--- src/rtl/colconv_pkg.sv ---
package colconv_pkg;
  typedef enum logic [1:0] {PH_IDLE, PH_COARSE, PH_FINE, PH_SINGLE} phase_e;
  typedef enum logic [1:0] {
    MD_MULTI   = 2'b00,
    MD_COMPAND = 2'b01,
    MD_SINGLE  = 2'b10,
    MD_MULTI2  = 2'b11
  } mode_e;
  typedef struct packed {
    logic swapBank;
    logic wrCoarse;
    logic wrFine;
    logic useStored;
  } strobe_t;
endpackage

--- src/rtl/colconv_ctrl.sv ---
module colconv_ctrl
  import colconv_pkg::*;
#(
  parameter int RAMPS        = 8,
  parameter int FINE_MR_LEN  = 128,
  parameter int FINE_CMP_LEN = 64,
  parameter int SS_LEN       = 1024,
  localparam int CNT_W = $clog2(SS_LEN),
  localparam int LEN_W = CNT_W + 1
) (
  input  logic             clk,
  input  logic             rstN,
  input  logic             lineStart,
  input  logic [1:0]       modeIn,
  input  logic             compOut,
  output strobe_t          strb,
  output logic [CNT_W-1:0] cntVal,
  output logic             busy
);
  phase_e           phase;
  mode_e            modeQ;
  logic [CNT_W-1:0] cnt;
  logic             compPrev;
  logic             tripped;
  logic [LEN_W-1:0] phaseLen;
  logic             lastCnt;
  logic             rise;

  always_comb begin
    case (phase)
      PH_COARSE: phaseLen = LEN_W'(RAMPS);
      PH_FINE:   phaseLen = (modeQ == MD_COMPAND) ? LEN_W'(FINE_CMP_LEN) : LEN_W'(FINE_MR_LEN);
      default:   phaseLen = LEN_W'(SS_LEN);
    endcase
  end

  assign lastCnt = ({1'b0, cnt} == (phaseLen - LEN_W'(1)));
  assign rise    = compOut & ~compPrev & ~tripped;

  // full-scale store on the last count equals the count itself
  assign strb.wrCoarse  = (phase == PH_COARSE) & (rise | (lastCnt & ~tripped));
  assign strb.wrFine    = ((phase == PH_FINE) | (phase == PH_SINGLE)) & (rise | (lastCnt & ~tripped));
  assign strb.swapBank  = (phase == PH_IDLE) & lineStart;
  assign strb.useStored = (phase == PH_FINE);
  assign cntVal = cnt;
  assign busy   = (phase != PH_IDLE);

  always_ff @(posedge clk or negedge rstN) begin
    if (!rstN) begin
      phase    <= PH_IDLE;
      modeQ    <= MD_MULTI;
      cnt      <= '0;
      compPrev <= 1'b0;
      tripped  <= 1'b0;
    end else if (phase == PH_IDLE) begin
      if (lineStart) begin
        modeQ    <= mode_e'(modeIn);
        phase    <= (mode_e'(modeIn) == MD_SINGLE) ? PH_SINGLE : PH_COARSE;
        cnt      <= '0;
        compPrev <= 1'b0;
        tripped  <= 1'b0;
      end
    end else if (lastCnt) begin
      cnt      <= '0;
      compPrev <= 1'b0;
      tripped  <= 1'b0;
      phase    <= (phase == PH_COARSE) ? PH_FINE : PH_IDLE;
    end else begin
      cnt      <= cnt + CNT_W'(1);
      compPrev <= compOut;
      if (rise) tripped <= 1'b1;
    end
  end
endmodule

--- src/rtl/colconv_data.sv ---
module colconv_data
  import colconv_pkg::*;
#(
  parameter int RAMPS  = 8,
  parameter int FINE_W = 10,
  parameter int CNT_W  = 10,
  localparam int SEL_W = $clog2(RAMPS)
) (
  input  logic                    clk,
  input  logic                    rstN,
  input  strobe_t                 strb,
  input  logic [CNT_W-1:0]        cntVal,
  output logic [RAMPS-1:0]        rampSel,
  output logic [SEL_W+FINE_W-1:0] rdData
);
  logic [SEL_W-1:0]  coarseMem [2];
  logic [FINE_W-1:0] fineMem   [2];
  logic              convBank;
  logic [SEL_W-1:0]  selCode;

  always_ff @(posedge clk or negedge rstN) begin
    if (!rstN) begin
      convBank <= 1'b0;
      for (int b = 0; b < 2; b++) begin
        coarseMem[b] <= '0;
        fineMem[b]   <= '0;
      end
    end else if (strb.swapBank) begin
      convBank             <= ~convBank;
      coarseMem[~convBank] <= '0;
      fineMem[~convBank]   <= '0;
    end else begin
      if (strb.wrCoarse) coarseMem[convBank] <= cntVal[SEL_W-1:0];
      if (strb.wrFine)   fineMem[convBank]   <= FINE_W'(cntVal);
    end
  end

  assign selCode = strb.useStored ? coarseMem[convBank] : '0;

  for (genvar g = 0; g < RAMPS; g++) begin : g_dec
    assign rampSel[g] = (selCode == SEL_W'(g));
  end

  assign rdData = {coarseMem[~convBank], fineMem[~convBank]};
endmodule

--- src/rtl/colconv_top.sv ---
module colconv_top
  import colconv_pkg::*;
#(
  parameter int RAMPS        = 8,
  parameter int FINE_W       = 10,
  parameter int FINE_MR_LEN  = 128,
  parameter int FINE_CMP_LEN = 64,
  parameter int SS_LEN       = 1024,
  localparam int SEL_W = $clog2(RAMPS),
  localparam int CNT_W = $clog2(SS_LEN)
) (
  input  logic                    clk,
  input  logic                    rstN,
  input  logic                    lineStart,
  input  logic [1:0]              modeSel,
  input  logic                    compOut,
  output logic                    busy,
  output logic                    forceSel,
  output logic [RAMPS-1:0]        rampSel,
  output logic [SEL_W+FINE_W-1:0] rdData
);
  strobe_t          strb;
  logic [CNT_W-1:0] cntVal;

  colconv_ctrl #(
    .RAMPS(RAMPS), .FINE_MR_LEN(FINE_MR_LEN),
    .FINE_CMP_LEN(FINE_CMP_LEN), .SS_LEN(SS_LEN)
  ) u_ctrl (
    .clk(clk), .rstN(rstN), .lineStart(lineStart), .modeIn(modeSel),
    .compOut(compOut), .strb(strb), .cntVal(cntVal), .busy(busy)
  );

  colconv_data #(.RAMPS(RAMPS), .FINE_W(FINE_W), .CNT_W(CNT_W)) u_data (
    .clk(clk), .rstN(rstN), .strb(strb), .cntVal(cntVal),
    .rampSel(rampSel), .rdData(rdData)
  );

  assign forceSel = ~strb.useStored;
endmodule

--- config.mk ---
export PLATFORM = sky130hd
export DESIGN_NAME = colconv_top
export DESIGN_NICKNAME = d
export VERILOG_FILES = /design/src/rtl/colconv_pkg.sv /design/src/rtl/colconv_ctrl.sv /design/src/rtl/colconv_data.sv /design/src/rtl/colconv_top.sv
export SDC_FILE = /design/constraint.sdc
export NUM_CORES = 1
export LEC_CHECK = 0
export BUFFER_PORTS_ARGS = -buffer_cell sky130_fd_sc_hd__clkbuf_2
export CAP_MARGIN = 20
export CORE_MARGIN = 2
export CORE_UTILIZATION = 55
export CTS_CLUSTER_SIZE = 14
export DETAILED_ROUTE_END_ITERATION = 8
export HOLD_SLACK_MARGIN = 0.15
export PLACE_DENSITY = 0.76
export SYNTH_ARGS = -nofsm -noshare
export SYNTH_HDL_FRONTEND = slang
export SYNTH_HIERARCHICAL = 1
export SYNTH_SLANG_ARGS = --single-unit
--- constraint.sdc ---
create_clock -name clk -period 4 [get_ports clk]
set_clock_uncertainty 0.2 [all_clocks]
set_input_delay 0.8 -clock clk [delete_from_list [all_inputs] [get_ports clk]]
set_output_delay 0.8 -clock clk [all_outputs]
set_load 0.1 [all_outputs]
==> results of run 1 <==
## cells in the mapped netlist, types with 4 or more instances
master / n
dfrtp_1: 43
nand2_1: 42
nand3_1: 21
nand2b_1: 18
nor2_1: 15
o22ai_1: 14
a21o_1: 12
inv_1: 11
o21ai_0: 8
a21oi_1: 7
clkbuf_1: 7
o21ai_1: 7
o221ai_1: 7
xnor2_1: 7
buf_2: 6
ha_1: 5
nand3b_1: 5
nor2b_1: 4
o21a_1: 4
o31ai_1: 4
## per-layer routing
metal | track usage, % | wire, µm | vias up | share of wire (%)
met3 | 4.28 | 258 | 6 | 4.7
met4 | 7.20 | 54 | 0 | 0.98
li1 | - | - | 1090 | -
met5 | 0 | 0 | - | 0
met2 | 35.4 | 2590 | 51 | 47
met1 | 32.3 | 2630 | 1040 | 48
## cell type report
cell class	instances	area [µm²]
clock buffer	5	68.8
tap	54	67.6
fill	404	1780
inverter	11	41.3
sequential	43	1080
clock inverter	3	43.8
timing repair buffer	32	183
multi-input combinational	220	1370
## state kept, by name (all words and copies together), names as in the netlist
register and count:
u_data/fineMem 20, u_ctrl/compPrev 1, u_ctrl/modeQ 2, u_ctrl/cntVal 10, u_ctrl/phase 2, u_data/coarseMem 6, u_data/convBank 1, u_ctrl/tripped 1
## power breakdown
| part | leakage (µW) | switching, µW | total (µW) | internal, µW |
|---|---|---|---|---|
| sequential | 0.000566 | 248 | 839 | 591 |
| clock | 0.0000581 | 150 | 336 | 186 |
| combinational | 0.000692 | 795 | 1140 | 347 |
| total | 0.00132 | 1190 | 2320 | 1120 |
## worst max-delay path, delay by kind of cell, from the launching register on
kind            cells  cell delay, ns
compound gates      3            0.83
fa+ha+maj           1            0.24
buf+inv             2            0.35
flops               1            0.40
simple gates        4            1.31
## per-stage QoR
stage,area (µm²),hold slack (ns)
after floorplan,2600,0.250
after global placement,2720,0.259
after detailed placement,2720,0.267
after CTS,2830,0.287
after global routing,2850,0.217
final,2850,0.199
## worst paths after layout
path / startpoint / cells past startpoint / endpoint
max in group asynchronous: rstN / 2 / u_ctrl/cntVal[5]
worst max register to register: u_ctrl/phase[1] / 10 / u_data/fineMem[11]
worst min-delay path: rstN / 1 / u_data/coarseMem[1]
worst min register to register: u_data/fineMem[15] / 1 / u_data/fineMem[15]
min in group clk: u_data/fineMem[15] / 1 / u_data/fineMem[15]
worst max-delay path: u_ctrl/phase[1] / 10 / u_data/fineMem[11]
## cell families (layout without fill, tap and decap cells)
kind of cell	after synthesis	count (layout)	synth area share (%)
xor+xnor	10	10	3.37
simple gates	125	125	24.9
compound gates	77	77	20.7
fa+ha+maj	5	5	2.41
flops	43	43	41.4
mux	3	3	1.30
buf+inv	30	51	5.92
## placed cells by master (no fill, tap or decap), types with 3 or more instances in the layout
| master | n |
|---|---|
| nand2_1 | 42 |
| dfrtp_1 | 42 |
| clkbuf_2 | 28 |
| nand3_1 | 21 |
| nand2b_1 | 18 |
| nor2_1 | 15 |
| o22ai_1 | 14 |
| a21o_1 | 12 |
| inv_1 | 11 |
| o21ai_0 | 8 |
| xnor2_1 | 7 |
| a21oi_1 | 7 |
| o21ai_1 | 7 |
| o221ai_1 | 7 |
| clkbuf_8 | 5 |
| nand3b_1 | 5 |
| ha_1 | 5 |
| o31ai_1 | 4 |
| nor2b_1 | 4 |
| o21a_1 | 4 |
| xor2_1 | 3 |
| nand4b_1 | 3 |
| o32ai_1 | 3 |
| nor3_1 | 3 |
| buf_4 | 3 |
==> metrics.txt, run 1 <==
GRT Residual Overflow=0; critical path arrival=3.44 ns; clock sink count=43; EDFF count, synth=0; via count=2187; Final nets=roughly 320; buffer count from post-CTS setup fixing=0; ANT nets after route=0; Cell Area, Synth=between 2000 and 3000 µm²; post-CTS resize count=0; Clock transition at path regs=0.09 ns; CTS Buf Count=5; Setup violations, final=0; syn_area_per_cell=8.88 µm²; Starting DRT DRC Count=between 150 and 200; buffers added on ports=28; Worst Tran Pin Value=0.988 ns; full die area=5300 µm²; drt drc=0; Fmax=289 MHz; DRT Pass-1 Iters=4; # H-tree levels=2; Critical-path top delay cell=or4b_1; asr flop ratio synth=100%; CP cell instances=inv_1 -> ha_1 -> or4b_1 -> a221oi_2 -> nand2_1 -> a211oi_1 -> buf_4 -> nand2b_1 -> nor2b_1 -> a21o_1; initial cell density of the core=between 50% and 60%; placed cell count=approximately 360; area share of the largest cell type after synthesis=41.4%; critical-path maximum fanout=13; Final Core Density=61.6%; DR vias/cell=5.94; WL final=5.53 mm; wire per inst=15.0 µm; Final Hold Viols=0; Power Density=812 nW/µm²; Final WS setup=0.540 ns; vias in the first global route=2030; LEAKAGE=0.00132 µW; register area share after synthesis=41.4%; CP peak stage delay=roughly 0.47 ns; min-delay worst type=input port to asynchronous set/reset pin; max-slew violation count=0; Worst-Skew Late Latency=0.29 ns; post-synthesis net count=just over 300; Setup TNS=0 ns; Required @ worst endpoint=3.98 ns; root buffer cell=clkbuf_8; IO Pins=29; number of antenna diodes=0; Tmin final=3.46 ns; layout cells sized above 1=around 16%; setup slack, reg-to-reg=0.54 ns; max_slew headroom=34.2%; Rows=25; Clock Path Buffers=2; Ys Warns=6; RSZ-0062 raised after global routing=false; Distinct cells, synth=49; Finished Layout Cells=approximately 370; crit end category=flop; area grow syn2layout=9.67%; Die X=72.8 µm; first-pass GRT wire length=around 9.6 mm; CORE AREA=approximately 4600 µm²; largest net degree at the start of global routing=69; CTS tree=built; Max VDD drop=0.338 mV; post-synth top area cell=dfrtp_1; RePlAce Congestion=0.804; Syn Inst Count=293; status=finished, final reports clean; Tcrit/Tclk final=86.5%; total power=2320 µW; Synth area leaders=dfrtp_1, nand2_1, nand2b_1, nand3_1, a21o_1; Top FF cell, synth=dfrtp_1; Tot GR Track Use=22.8%; critical setup path kind=flop to flop; crit start category=flop; hpwl dp=between 3 and 4 mm; initial antenna violation count=0; Die Height=72.8 µm; Hold-fix buffers, CTS=0; maxcap violations=0; post-place setup slack=0.571 ns; Synth Register Bits=43
(Power assumes the default switching activity.)
==> run 2: changes to the inputs <==
--- a/config.mk
+++ b/config.mk
@@ -13,6 +13,7 @@
 export DETAILED_ROUTE_END_ITERATION = 8
 export HOLD_SLACK_MARGIN = 0.15
 export PLACE_DENSITY = 0.76
+export REMOVE_ABC_BUFFERS = 1
 export SYNTH_ARGS = -nofsm -noshare
 export SYNTH_HDL_FRONTEND = slang
 export SYNTH_HIERARCHICAL = 1
==> metrics.txt, run 2 (synthesized netlist as in run 1, its figures left out) <==
LEAKAGE=0.00132 µW (about the same); r2r endpoint=u_data/fineMem[16]; post-place setup slack=0.669 ns (+0.0974 ns); Clock transition at path regs=0.09 ns (about the same); Setup violations, final=0 (unchanged); hpwl dp=3.86 mm (+2.1%); DRT Pass-1 Iters=4 (unchanged); via count=2219 (+1.5%); Worst-Skew Late Latency=0.31 ns (+0.02 ns); CTS tree=built; Top Layer Used=met4; Final Hold Viols=0 (unchanged); CTS Buf Count=5 (unchanged); IO Pins=29 (unchanged); critical path arrival=3.37 ns (-0.07 ns); Final nets=325 (+0.31%); critical setup path kind=flop to flop; Required @ worst endpoint=3.99 ns (about the same); Max VDD drop=0.428 mV (+26%); number of antenna diodes=0 (unchanged); root buffer cell=clkbuf_8; Rows=25 (unchanged); min-delay worst type=input port to asynchronous set/reset pin; Hold-fix buffers, CTS=0 (unchanged); Die X=72.8 µm (unchanged); Tcrit/Tclk final=84.5% (-2.0 points); wire per inst=15.1 µm (+0.27%); post-CTS resize count=0 (unchanged); setup slack, reg-to-reg=0.62 ns (+0.08 ns); crit end category=flop; # H-tree levels=2 (unchanged); Tmin final=3.38 ns (-0.0814 ns); clock sink count=43 (unchanged); Fmax=296 MHz (+2.4%); status=finished, final reports clean; Finished Layout Cells=369 (+0.27%); area grow syn2layout=9.48%; buffer count from post-CTS setup fixing=0 (unchanged); most frequent cells in the layout=nand2_1, dfrtp_1, clkbuf_2; Sequential Area=1080 µm² (unchanged); first-pass GRT wire length=9.49 mm (-1.2%); Tot GR Track Use=22.9% (+0.11 points); max-slew violation count=0 (unchanged); R2R depth=9 (-1); Reg-to-Reg Start=u_ctrl/phase[0]; GRT Residual Overflow=0 (unchanged); met3 WL=171 µm (-34%); crit start category=flop; layout cells sized above 1=15.9% (+0.27 points); CORE AREA=4630 µm² (unchanged); buffers added on ports=28 (unchanged); fill count=418 (+3.5%); met2 wire length=2.73 mm (+5.6%); RePlAce Congestion=0.812 (+1.0%); drt drc=0 (unchanged); full die area=5300 µm² (unchanged); met1 wire length=2.58 mm (-1.9%); initial antenna violation count=0 (unchanged); max_slew headroom=51.5% (+17 points); WL final=5.56 mm (+0.54%); largest net degree at the start of global routing=40 (-42%); CP Launch Point=u_ctrl/phase[0]; area of the multi-input gates=1370 µm² (unchanged); Final WS setup=0.621 ns (+0.0814 ns); number of flip-flops in the largest register=20 (unchanged); Largest Register=u_data/fineMem; vias in the first global route=2011 (-0.94%); DR vias/cell=6.01 (+1.2%); Power Density=818 nW/µm² (+0.73%); maxcap violations=0 (unchanged); placed cell count=361 (+0.56%); Clock Path Buffers=2 (unchanged); initial cell density of the core=56.2% (unchanged); Starting DRT DRC Count=145 (-24%); Worst Tran Pin Value=0.726 ns (-0.262 ns); critical-path maximum fanout=11 (-2); RSZ-0062 raised after global routing=false; Die Height=72.8 µm (unchanged); ANT nets after route=0 (unchanged)
## run 2: cell type report
type	instances	area share [%]
clock inverters	3	1.54
multi-input cells	220	48.2
inverters	11	1.45
well taps	54	2.37
flip-flops and latches	43	37.8
repair buffers	33	6.24
clock buffers	5	2.42
## run 2: power by group
| part | switching, µW | internal (µW) |
|---|---|---|
| sequential | 208 | 591 |
| combinational | 833 | 352 |
| clock | 160 | 186 |
## run 2: layer usage
layer	track usage, %	up-vias
met2	37.2	37
met4	7.41	0
li1	-	1092
met1	31.0	1083
met5	0	-
met3	4.14	7
## run 2: how the worst max path moves through the flow
stage / to / slack (ns) / cells past startpoint
CTS: u_data/fineMem[16] / 0.64 / 9
finish: u_data/fineMem[16] / 0.62 / 9
floorplan: rampSel[4] / -0.23 / 3
global placement: u_data/fineMem[13] / 0.79 / 9
global route: u_data/fineMem[14] / 0.44 / 9
detailed placement: u_data/fineMem[12] / 0.67 / 9
## run 2: worst max-delay path, stage by stage, from the launching register on
cell	delay [ns]
dfrtp_1	0.39
inv_1	0.09
ha_1	0.31
or4b_1	0.48
a221oi_2	0.31
nand2_1	0.18
a211oi_1	0.37
nand2b_1	0.35
nor2b_1	0.37
a21o_1	0.23
## run 2: per-stage QoR
| stage | cell area, µm² | setup TNS [ns] | hold WS, ns | util, % | total power, µW |
|---|---|---|---|---|---|
| detailed placement | 2740 | 0 | 0.268 | 59.1 | 1980 |
| CTS | 2850 | 0 | 0.287 | 61.5 | 2340 |
| global route | 2850 | 0 | 0.312 | 61.5 | 2480 |
| finish | 2850 | 0 | 0.283 | 61.5 | 2330 |
| floorplan | 2490 | -1.12 | 0.250 | - | 1740 |
| global placement | 2740 | 0 | 0.259 | 59.1 | 1960 |
